$ cat config.mk
export PLATFORM = sky130hd
export DESIGN_NAME = dram_cycle_decoder
export DESIGN_NICKNAME = d
export VERILOG_FILES = /design/src/rtl/dcd_pkg.sv /design/src/rtl/dcd_refresh_ctr.sv /design/src/rtl/dcd_low_timer.sv /design/src/rtl/dcd_cycle_fsm.sv /design/src/rtl/dram_cycle_decoder.sv
export SDC_FILE = /design/constraint.sdc
export NUM_CORES = 1
export LEC_CHECK = 0
export BUFFER_PORTS_ARGS = -buffer_cell sky130_fd_sc_hd__buf_2
export CORE_ASPECT_RATIO = 1.4
export CORE_MARGIN = 5
export CORE_UTILIZATION = 57
export CTS_CLUSTER_SIZE = 16
export DETAILED_ROUTE_END_ITERATION = 7
export GPL_TIMING_DRIVEN = 0
export HOLD_SLACK_MARGIN = 0.03
export PLACE_DENSITY = 0.74
export SLEW_MARGIN = 20
export SYNTH_ARGS = -nofsm -noshare
export SYNTH_HDL_FRONTEND = slang
export SYNTH_SLANG_ARGS = --single-unit
$ cat constraint.sdc
create_clock -name clk_i -period 2.3 [get_ports clk_i]
set_input_delay 0.46 -clock clk_i [delete_from_list [all_inputs] [get_ports clk_i]]
set_output_delay 0.46 -clock clk_i [all_outputs]
set_load 0.02 [all_outputs]
$ cat src/rtl/dcd_pkg.sv
package dcd_pkg;
  typedef enum logic [2:0] {
    CY_IDLE     = 3'd0,
    CY_NORMAL   = 3'd1,
    CY_RAS_ONLY = 3'd2,
    CY_CBR      = 3'd3,
    CY_HIDDEN   = 3'd4,
    CY_SELF     = 3'd5,
    CY_TEST     = 3'd6
  } cycle_e;

  typedef enum logic [2:0] {
    PH_IDLE,
    PH_ROW,
    PH_CBR,
    PH_SELF,
    PH_OTHER
  } phase_e;
endpackage

$ cat src/rtl/dcd_refresh_ctr.sv
module dcd_refresh_ctr #(
  parameter int ROW_W = 10
) (
  input  logic             clk_i,
  input  logic             rst_ni,
  input  logic             inc_i,
  output logic [ROW_W-1:0] row_o
);
  logic [ROW_W-1:0] row_q;

  always_ff @(posedge clk_i or negedge rst_ni) begin
    if (!rst_ni)    row_q <= '0;
    else if (inc_i) row_q <= row_q + ROW_W'(1);
  end

  assign row_o = row_q;

  p_step_r3: assert property (@(posedge clk_i) disable iff (!rst_ni)
    inc_i |=> row_o == $past(row_o) + ROW_W'(1));
  p_hold_r3: assert property (@(posedge clk_i) disable iff (!rst_ni)
    !inc_i |=> $stable(row_o));
endmodule

$ cat src/rtl/dcd_low_timer.sv
module dcd_low_timer #(
  parameter int SELF_TH_CYC  = 10000,
  parameter int SELF_INT_CYC = 1560
) (
  input  logic clk_i,
  input  logic rst_ni,
  input  logic clr_i,
  input  logic cbr_i,
  input  logic self_i,
  output logic enter_o,
  output logic tick_o
);
  localparam int MAXV = (SELF_TH_CYC > SELF_INT_CYC) ? SELF_TH_CYC : SELF_INT_CYC;
  localparam int CW   = $clog2(MAXV + 1);

  logic [CW-1:0] cnt_q;

  assign enter_o = cbr_i  && (cnt_q == CW'(SELF_TH_CYC - 1));
  assign tick_o  = self_i && (cnt_q == CW'(SELF_INT_CYC - 1));

  always_ff @(posedge clk_i or negedge rst_ni) begin
    if (!rst_ni)                             cnt_q <= '0;
    else if (clr_i || enter_o || tick_o)     cnt_q <= '0;
    else if (cbr_i || self_i)                cnt_q <= cnt_q + CW'(1);
  end

  initial begin
    p_params_r8: assert (SELF_TH_CYC >= 2 && SELF_INT_CYC >= 2);
  end
endmodule

$ cat src/rtl/dcd_cycle_fsm.sv
module dcd_cycle_fsm
  import dcd_pkg::*;
#(
  parameter int ROW_W = 10
) (
  input  logic             clk_i,
  input  logic             rst_ni,
  input  logic             ras_ni,
  input  logic             cas_ni,
  input  logic             we_ni,
  input  logic [ROW_W-1:0] row_addr_i,
  input  logic [ROW_W-1:0] ctr_row_i,
  input  logic             enter_i,
  input  logic             tick_i,
  output logic             clr_o,
  output logic             cbr_o,
  output logic             self_o,
  output logic             inc_o,
  output logic [2:0]       cycle_o,
  output logic             ref_pulse_o,
  output logic [ROW_W-1:0] ref_row_o,
  output logic             self_ref_o,
  output logic             test_mode_o
);
  phase_e           phase_q;
  cycle_e           cycle_q;
  logic             ras_q, acc_q, hold_q;
  logic [ROW_W-1:0] row_q;
  logic             ras_fall, cbr_fall, hid_fall, hold_d;

  assign ras_fall = ras_q && !ras_ni;
  assign hid_fall = ras_fall && !cas_ni && hold_q;
  assign cbr_fall = ras_fall && !cas_ni && !hold_q && we_ni;
  // CAS held low since it dropped inside an open access row
  assign hold_d   = !cas_ni && (hold_q || (phase_q == PH_ROW && !ras_ni));

  assign clr_o  = ras_fall;
  assign cbr_o  = (phase_q == PH_CBR)  && !ras_ni;
  assign self_o = (phase_q == PH_SELF) && !ras_ni;
  assign inc_o  = cbr_fall || hid_fall || enter_i || tick_i;

  always_ff @(posedge clk_i or negedge rst_ni) begin
    if (!rst_ni) begin
      phase_q     <= PH_IDLE;
      cycle_q     <= CY_IDLE;
      ras_q       <= 1'b1;
      acc_q       <= 1'b0;
      hold_q      <= 1'b0;
      row_q       <= '0;
      ref_pulse_o <= 1'b0;
      ref_row_o   <= '0;
      self_ref_o  <= 1'b0;
      test_mode_o <= 1'b0;
    end else begin
      ras_q       <= ras_ni;
      hold_q      <= hold_d;
      ref_pulse_o <= 1'b0;
      if (ras_fall) begin
        row_q <= row_addr_i;
        acc_q <= 1'b0;
        if (cas_ni) begin
          phase_q <= PH_ROW;
        end else if (hold_q) begin
          phase_q     <= PH_OTHER;
          cycle_q     <= CY_HIDDEN;
          ref_pulse_o <= 1'b1;
          ref_row_o   <= ctr_row_i;
        end else if (!we_ni) begin
          phase_q     <= PH_OTHER;
          cycle_q     <= CY_TEST;
          test_mode_o <= 1'b1;
        end else begin
          phase_q     <= PH_CBR;
          cycle_q     <= CY_CBR;
          ref_pulse_o <= 1'b1;
          ref_row_o   <= ctr_row_i;
          test_mode_o <= 1'b0;
        end
      end else if (phase_q != PH_IDLE && ras_ni) begin
        phase_q    <= PH_IDLE;
        self_ref_o <= 1'b0;
        if (phase_q == PH_ROW) begin
          if (acc_q || !cas_ni) begin
            cycle_q <= CY_NORMAL;
          end else begin
            cycle_q     <= CY_RAS_ONLY;
            ref_pulse_o <= 1'b1;
            ref_row_o   <= row_q;
            test_mode_o <= 1'b0;
          end
        end
      end else begin
        if (phase_q == PH_ROW && !cas_ni) acc_q <= 1'b1;
        if (enter_i) begin
          phase_q     <= PH_SELF;
          cycle_q     <= CY_SELF;
          self_ref_o  <= 1'b1;
          ref_pulse_o <= 1'b1;
          ref_row_o   <= ctr_row_i;
        end else if (tick_i) begin
          ref_pulse_o <= 1'b1;
          ref_row_o   <= ctr_row_i;
        end
      end
    end
  end

  assign cycle_o = cycle_q;

  p_test_entry_r7: assert property (@(posedge clk_i) disable iff (!rst_ni)
    $rose(test_mode_o) |-> $past(!ras_ni && !cas_ni && !we_ni));
  p_self_low_r8: assert property (@(posedge clk_i) disable iff (!rst_ni)
    $rose(self_ref_o) |-> $past(!ras_ni));
  p_self_exit_r9: assert property (@(posedge clk_i) disable iff (!rst_ni)
    (self_ref_o && ras_ni) |=> !self_ref_o);
  p_self_no_pulse_r9: assert property (@(posedge clk_i) disable iff (!rst_ni)
    (self_ref_o && ras_ni) |=> !ref_pulse_o);
endmodule

$ cat src/rtl/dram_cycle_decoder.sv
module dram_cycle_decoder #(
  parameter int ROW_W        = 10,
  parameter int SELF_TH_CYC  = 10000,
  parameter int SELF_INT_CYC = 1560
) (
  input  logic             clk_i,
  input  logic             rst_ni,
  input  logic             ras_ni,
  input  logic             cas_ni,
  input  logic             we_ni,
  input  logic [ROW_W-1:0] row_addr_i,
  output logic [2:0]       cycle_o,
  output logic             ref_pulse_o,
  output logic [ROW_W-1:0] ref_row_o,
  output logic             self_ref_o,
  output logic             test_mode_o
);
  logic             clr, cbr_run, self_run, inc, enter, tick;
  logic [ROW_W-1:0] ctr_row;

  dcd_refresh_ctr #(.ROW_W(ROW_W)) u_ctr (
    .clk_i (clk_i),
    .rst_ni(rst_ni),
    .inc_i (inc),
    .row_o (ctr_row)
  );

  dcd_low_timer #(.SELF_TH_CYC(SELF_TH_CYC), .SELF_INT_CYC(SELF_INT_CYC)) u_timer (
    .clk_i  (clk_i),
    .rst_ni (rst_ni),
    .clr_i  (clr),
    .cbr_i  (cbr_run),
    .self_i (self_run),
    .enter_o(enter),
    .tick_o (tick)
  );

  dcd_cycle_fsm #(.ROW_W(ROW_W)) u_fsm (
    .clk_i      (clk_i),
    .rst_ni     (rst_ni),
    .ras_ni     (ras_ni),
    .cas_ni     (cas_ni),
    .we_ni      (we_ni),
    .row_addr_i (row_addr_i),
    .ctr_row_i  (ctr_row),
    .enter_i    (enter),
    .tick_i     (tick),
    .clr_o      (clr),
    .cbr_o      (cbr_run),
    .self_o     (self_run),
    .inc_o      (inc),
    .cycle_o    (cycle_o),
    .ref_pulse_o(ref_pulse_o),
    .ref_row_o  (ref_row_o),
    .self_ref_o (self_ref_o),
    .test_mode_o(test_mode_o)
  );
endmodule

[Yosys cells after proc, flatten, opt, wreduce, memory -nomap -nowiden]
Cells that the tools add are included.
Widths: inputs -> output; s select.
Storage, ports and cells
  output and inout bits: 16
  register bits after elaboration: 56
  word-level logic and storage cells: 110
Operators by class
  multiplexer cells: 46
  reduce and logical (&&, ||, !) cells: 37
  bitwise logic cells: 1
  add/sub/neg operators: 2
  equality and inequality tests: 12
Operator list (count)
  $mux 10: 9
  $mux 3: 13
  $mux 14: 2
  $mux 1: 21
  $add 14x1->14 const B: 1
  $eq 14x11->1 const B: 1
  $eq 14x14->1 const B: 1
  $logic_and 1x1->1: 13
  $add 10x1->10 const B: 1
  $reduce_and 5->1: 2
  $reduce_bool 2->1: 5
  $logic_or 1x1->1: 8
  $eq 3x2->1 const B: 2
  $ne 3x2->1 const B: 2
  $reduce_bool 3->1: 2
  $ne 2x1->1 const B: 2
  $ne 2x2->1 const B: 2
  $reduce_and 2->1: 2
  $reduce_bool 4->1: 1
  $eq 3x1->1 const B: 1
  $logic_not 1->1: 3
  $ne 3x1->1 const B: 1
  $reduce_and 3->1: 1
  $mux 2: 1
  $not 1->1: 1

[Depth between registers and ports, before layout]
  word-level depth: 8
  depth in mapped cells: 7

[By module]
Synthesis repeated with hierarchy kept, for this count alone.
Unflattened totals
  cells, all modules: 274
  area, all modules: 2722.6 um2
By module, submodules not included
  dcd_cycle_fsm: cells an instance 160, seq. area each 802.0 um2, area an instance 1510.2 um2, instances 1
  dcd_low_timer: cells an instance 79, seq. area each 350.3 um2, area an instance 778.2 um2, instances 1
  dcd_refresh_ctr: cells an instance 35, seq. area each 250.2 um2, area an instance 434.2 um2, instances 1

[Least setup slack after synthesis]
Ideal clock, no wire load.
  kind: input-to-reg
  start: input ras_ni
  end: register u_fsm.ref_row_o[1]
  setup slack: 0.171 ns
  library setup time: 0.125 ns
  data arrival time: 2.004 ns
  stages: 7
  path through: buf_6 > and4bb_2 > nand4_4 > or3b_1 > and3_4 > buf_6 > mux2_4
Between the ends
  longest elaborated chain between the ends: 6
  elaborated cells on any way between the ends: 16
RTL lines
  start, declared: RTL line dram_cycle_decoder.sv:8  | input logic ras_ni,
  $logic_not 1->1: RTL line dcd_cycle_fsm.sv:31, dcd_cycle_fsm.sv:38, dcd_cycle_fsm.sv:39
  $logic_and 1x1->1: RTL line dcd_cycle_fsm.sv:38  | assign cbr_o = (phase_q == PH_CBR) && !ras_ni;
  $logic_and 1x1->1: RTL line dcd_low_timer.sv:18  | assign enter_o = cbr_i && (cnt_q == CW'(SELF_TH_CYC - 1));
  $mux 10: RTL line dcd_cycle_fsm.sv:94  | if (enter_i) begin
  $mux 10: RTL line dcd_cycle_fsm.sv:79  | end else if (phase_q != PH_IDLE && ras_ni) begin
  $mux 10: RTL line dcd_cycle_fsm.sv:58  | if (ras_fall) begin
  end signal, assigned: RTL line dcd_cycle_fsm.sv:67  | ref_row_o <= ctr_row_i;
  end signal, assigned: RTL line dcd_cycle_fsm.sv:99  | ref_row_o <= ctr_row_i;
  end signal, assigned: RTL line dcd_cycle_fsm.sv:102  | ref_row_o <= ctr_row_i;
  end, declared: RTL line dcd_cycle_fsm.sv:21  | output logic [ROW_W-1:0] ref_row_o,
Parallel ways exist; a longest one is shown, timed or not.
A chain may end at the register's enable or synchronous reset.

[Final worst setup path]
  start: register u_fsm.phase_q[1]
  end: register u_fsm.ref_row_o[9]
Between the ends
  longest elaborated chain between the ends: 6
  elaborated cells on any way between the ends: 16
RTL lines
  start, declared: RTL line dcd_cycle_fsm.sv:25  | phase_e phase_q;
  start signal, assigned: RTL line dcd_cycle_fsm.sv:44  | phase_q <= PH_IDLE;
  start signal, assigned: RTL line dcd_cycle_fsm.sv:62  | phase_q <= PH_ROW;
  start signal, assigned: RTL line dcd_cycle_fsm.sv:64  | phase_q <= PH_OTHER;
  $eq 3x2->1: RTL line dcd_cycle_fsm.sv:38
  $logic_and 1x1->1: RTL line dcd_cycle_fsm.sv:38
  $logic_and 1x1->1: RTL line dcd_low_timer.sv:18
  $mux 10: RTL line dcd_cycle_fsm.sv:94
  $mux 10: RTL line dcd_cycle_fsm.sv:79
  $mux 10: RTL line dcd_cycle_fsm.sv:58
Parallel ways exist; a longest one is shown, timed or not.

==> results by group <==
Setup path
  – Critical path class: flop to flop
  – R2r setup slk: 150 ps
  – Worst EP arrival: 2350 ps
  – Crit path max-delay family: simple AND/OR/NAND/NOR gates
  – CP required: 2500 ps
  – CP max-delay cell: dfrtp_1
  – Reg2reg start: u_fsm.phase_q[1]
  – CP Max Fanout: 10
  – Largest stage delay, worst path: 470 ps
  – Critical Path End Type: flop
  – Critical Path Start Type: flop
  – Critical Path Start: u_fsm.phase_q[1]
  – Crit-path cells: o31ai_4 -> and2_4 -> or3b_1 -> and3_4 -> buf_6 -> mux2_4
  – Buf+Inv Stages, Crit Path: 1

Die
  – Initial Utilization: 0.584
  – Core area: 4540 um^2
  – Ports: 31
  – Cell row count: 29
  – Die height: 90.7 um
  – Die Wd: 67.6 um
  – Die area: 6130 um^2

Timing
  – Min cycle time layout: 2150 ps
  – Setup Viol. Count Final: 0
  – Total negative slack: 0 ps
  – Worst-Margin Slew: 689 ps
  – Final Hold Fails: 0
  – Clock Skew: 9.05 ps
  – Fin crit share: 0.935
  – Slew Limit Headroom: 0.540
  – Max Freq: 465 MHz
  – RSZ-0062 raised after global routing: false
  – Final slew viol count: 0

Power
  – Leakage: 1.44 nW
  – Power density cells: 750 nW/um^2
  – Worst vdd ir: 0.000412 V

Layout
  – Number of fillers in the final layout: 368
  – Fraction of layout instances using a drive strength above 1: 0.267
  – Commonest non-fill, non-tap cell in the layout: dfrtp_1
  – Final net count: 293
  – Final core utilization: 0.654
  – Diodes inserted: 0
  – Commonest cells after routing, fill and taps aside: dfrtp_1, nand2_1, buf_2
  – Non-Filler Instances: 339
  – Area grow syn2layout: 12.0%

Route
  – Vias/cell: 5.41
  – Drt drc: 0
  – DR pass1 iterations: 4
  – WL per Instance: 14.8 um
  – Final WL: 5010 um
  – DR iter-0 viols: 100
  – Total number of vias: 1835
  – Post-route antenna net violation count: 0

Synth
  – Synth top area share: 0.520
  – Netlist cell types: 40
  – Asr flop ratio synth: 1.00
  – Syn nets: 256
  – Top FF cell, synth: dfrtp_1
  – Largest cells by area after synthesis: dfrtp_1, nand2_1, mux2_2
  – Flops & latches, synth: 56
  – Cell taking the most area after synthesis: dfrtp_1
  – Post-Syn Area: 2650 um^2
  – Sequential area share after synthesis: 0.530
  – Synth warn: 0
  – Post-Syn Area per Cell: 11.1 um^2
  – Post-synth EDFFs: 0
  – Mapped Cells: 239

CTS
  – Clk root buf: clkbuf_8
  – Clk sinks: 56
  – Number of buffers created by CTS: 5
  – Skew-Pair Late Insertion Delay: 310 ps
  – H-tree depth: 2
  – CTS tree: built
  – Max Root-Sink Buffers: 2
  – Clock Pin Slew Worst Setup and Hold Paths: 100 ps

Placed design
  – Dpl cells: 331
  – DP HPWL: 3600 um
  – Final GP Congestion: 0.786
  – IO Port Bufs: 30

Global route
  – First-pass GRT wire length: 8760 um
  – Antenna violations before repair: 0
  – Vias in the first global route: 1906
  – Gr usage total: 0.184
  – Largest net degree at the start of global routing: 57
  – GRT overflow: 0

Run
  – Maxcap violations: 0

Outcome
  – Status: finished, final reports clean

Hold path
  – Worst min-delay path class: primary input to asynchronous set/reset pin
## cell usage after synthesis, types with 4 or more instances
master   number
dfrtp_1      55
nand2_1      45
nor2_1       21
mux2_2       13
xnor2_1      12
mux2_4        9
o21ai_0       7
xor2_1        7
a21oi_1       6
nand3_1       6
nand4_1       6
and3_1        5
inv_1         4
or3_1         4
## where the power goes
| group | switching, W | internal (W) | leakage, nW | total, W |
|---|---|---|---|---|
| sequential | 0.000103 | 0.00111 | 0.738 | 0.00122 |
| combinational | 0.000246 | 0.000230 | 0.664 | 0.000477 |
| clock | 0.000313 | 0.000217 | 0.0414 | 0.000531 |
## what timing repair did
item | CTS | global route
setup endpoints to repair | 0 | 10
resized for setup | 0 | 1
hold buffers | 0 | 0
hold endpoints to repair | 0 | 0
buffers inserted | 0 | 0
## final cells by class
type,count,area (um^2),share of cell area
buffer,6,45.0,0.0152
clock buffer,6,72.6,0.0245
clock inverter,2,16.3,0.00548
inverter,4,15.0,0.00506
multi-input combinational,173,1190,0.400
sequential,56,1400,0.473
tap,62,77.6,0.0261
timing repair buffer,30,153,0.0514
## stage by stage
step                      hold slack, ps  setup WS [ps]  power (W)  cell area [um^2]
after global routing                 241           74.2    0.00236              2970
after CTS                            205           50.3    0.00226              2970
final                                188            150    0.00222              2970
after floorplan                      164            171    0.00155              2650
after detailed placement             466           -171    0.00172              2880
after global placement               455           -127    0.00170              2880
## per-layer routing
layer	wire, um	global-route usage
met1	2060	0.222
met2	2710	0.322
met3	178	0.0336
met4	54	0.0541
met5	0	0
## registers in the layout, summed over array words and instances (netlist names)
signal and count:
u_timer.cnt_q 14, u_ctr.row_o 10, u_fsm.ref_row_o 10, u_fsm.row_q 10, u_fsm.cycle_o 3, u_fsm.phase_q 3
u_fsm.acc_q 1, u_fsm.hold_q 1, u_fsm.ras_q 1, u_fsm.ref_pulse_o 1, u_fsm.self_ref_o 1, u_fsm.test_mode_o 1
## cells by family (layout without fill, tap and decap cells)
logic type / count (synthesis) / count (layout) / share of synthesized area
simple gates: 107 / 107 / 0.208
buf+inv: 10 / 48 / 0.0227
mux: 24 / 24 / 0.114
compound gates: 21 / 21 / 0.0539
fa+ha+maj: 2 / 2 / 0.00945
flops: 56 / 56 / 0.530
xor+xnor: 19 / 19 / 0.0628
## final timing paths
| path | to | depth (start not counted) |
|---|---|---|
| max | u_fsm.ref_row_o[9] | 6 |
| min | u_fsm.ref_row_o[2] | 1 |
| max reg2reg | u_fsm.ref_row_o[9] | 6 |
| min reg2reg | u_fsm.row_q[2] | 2 |
| max in group asynchronous | u_fsm.phase_q[0] | 1 |
| min in group clk_i | u_fsm.ras_q | 1 |
Power figures use the tool's default switching activity.
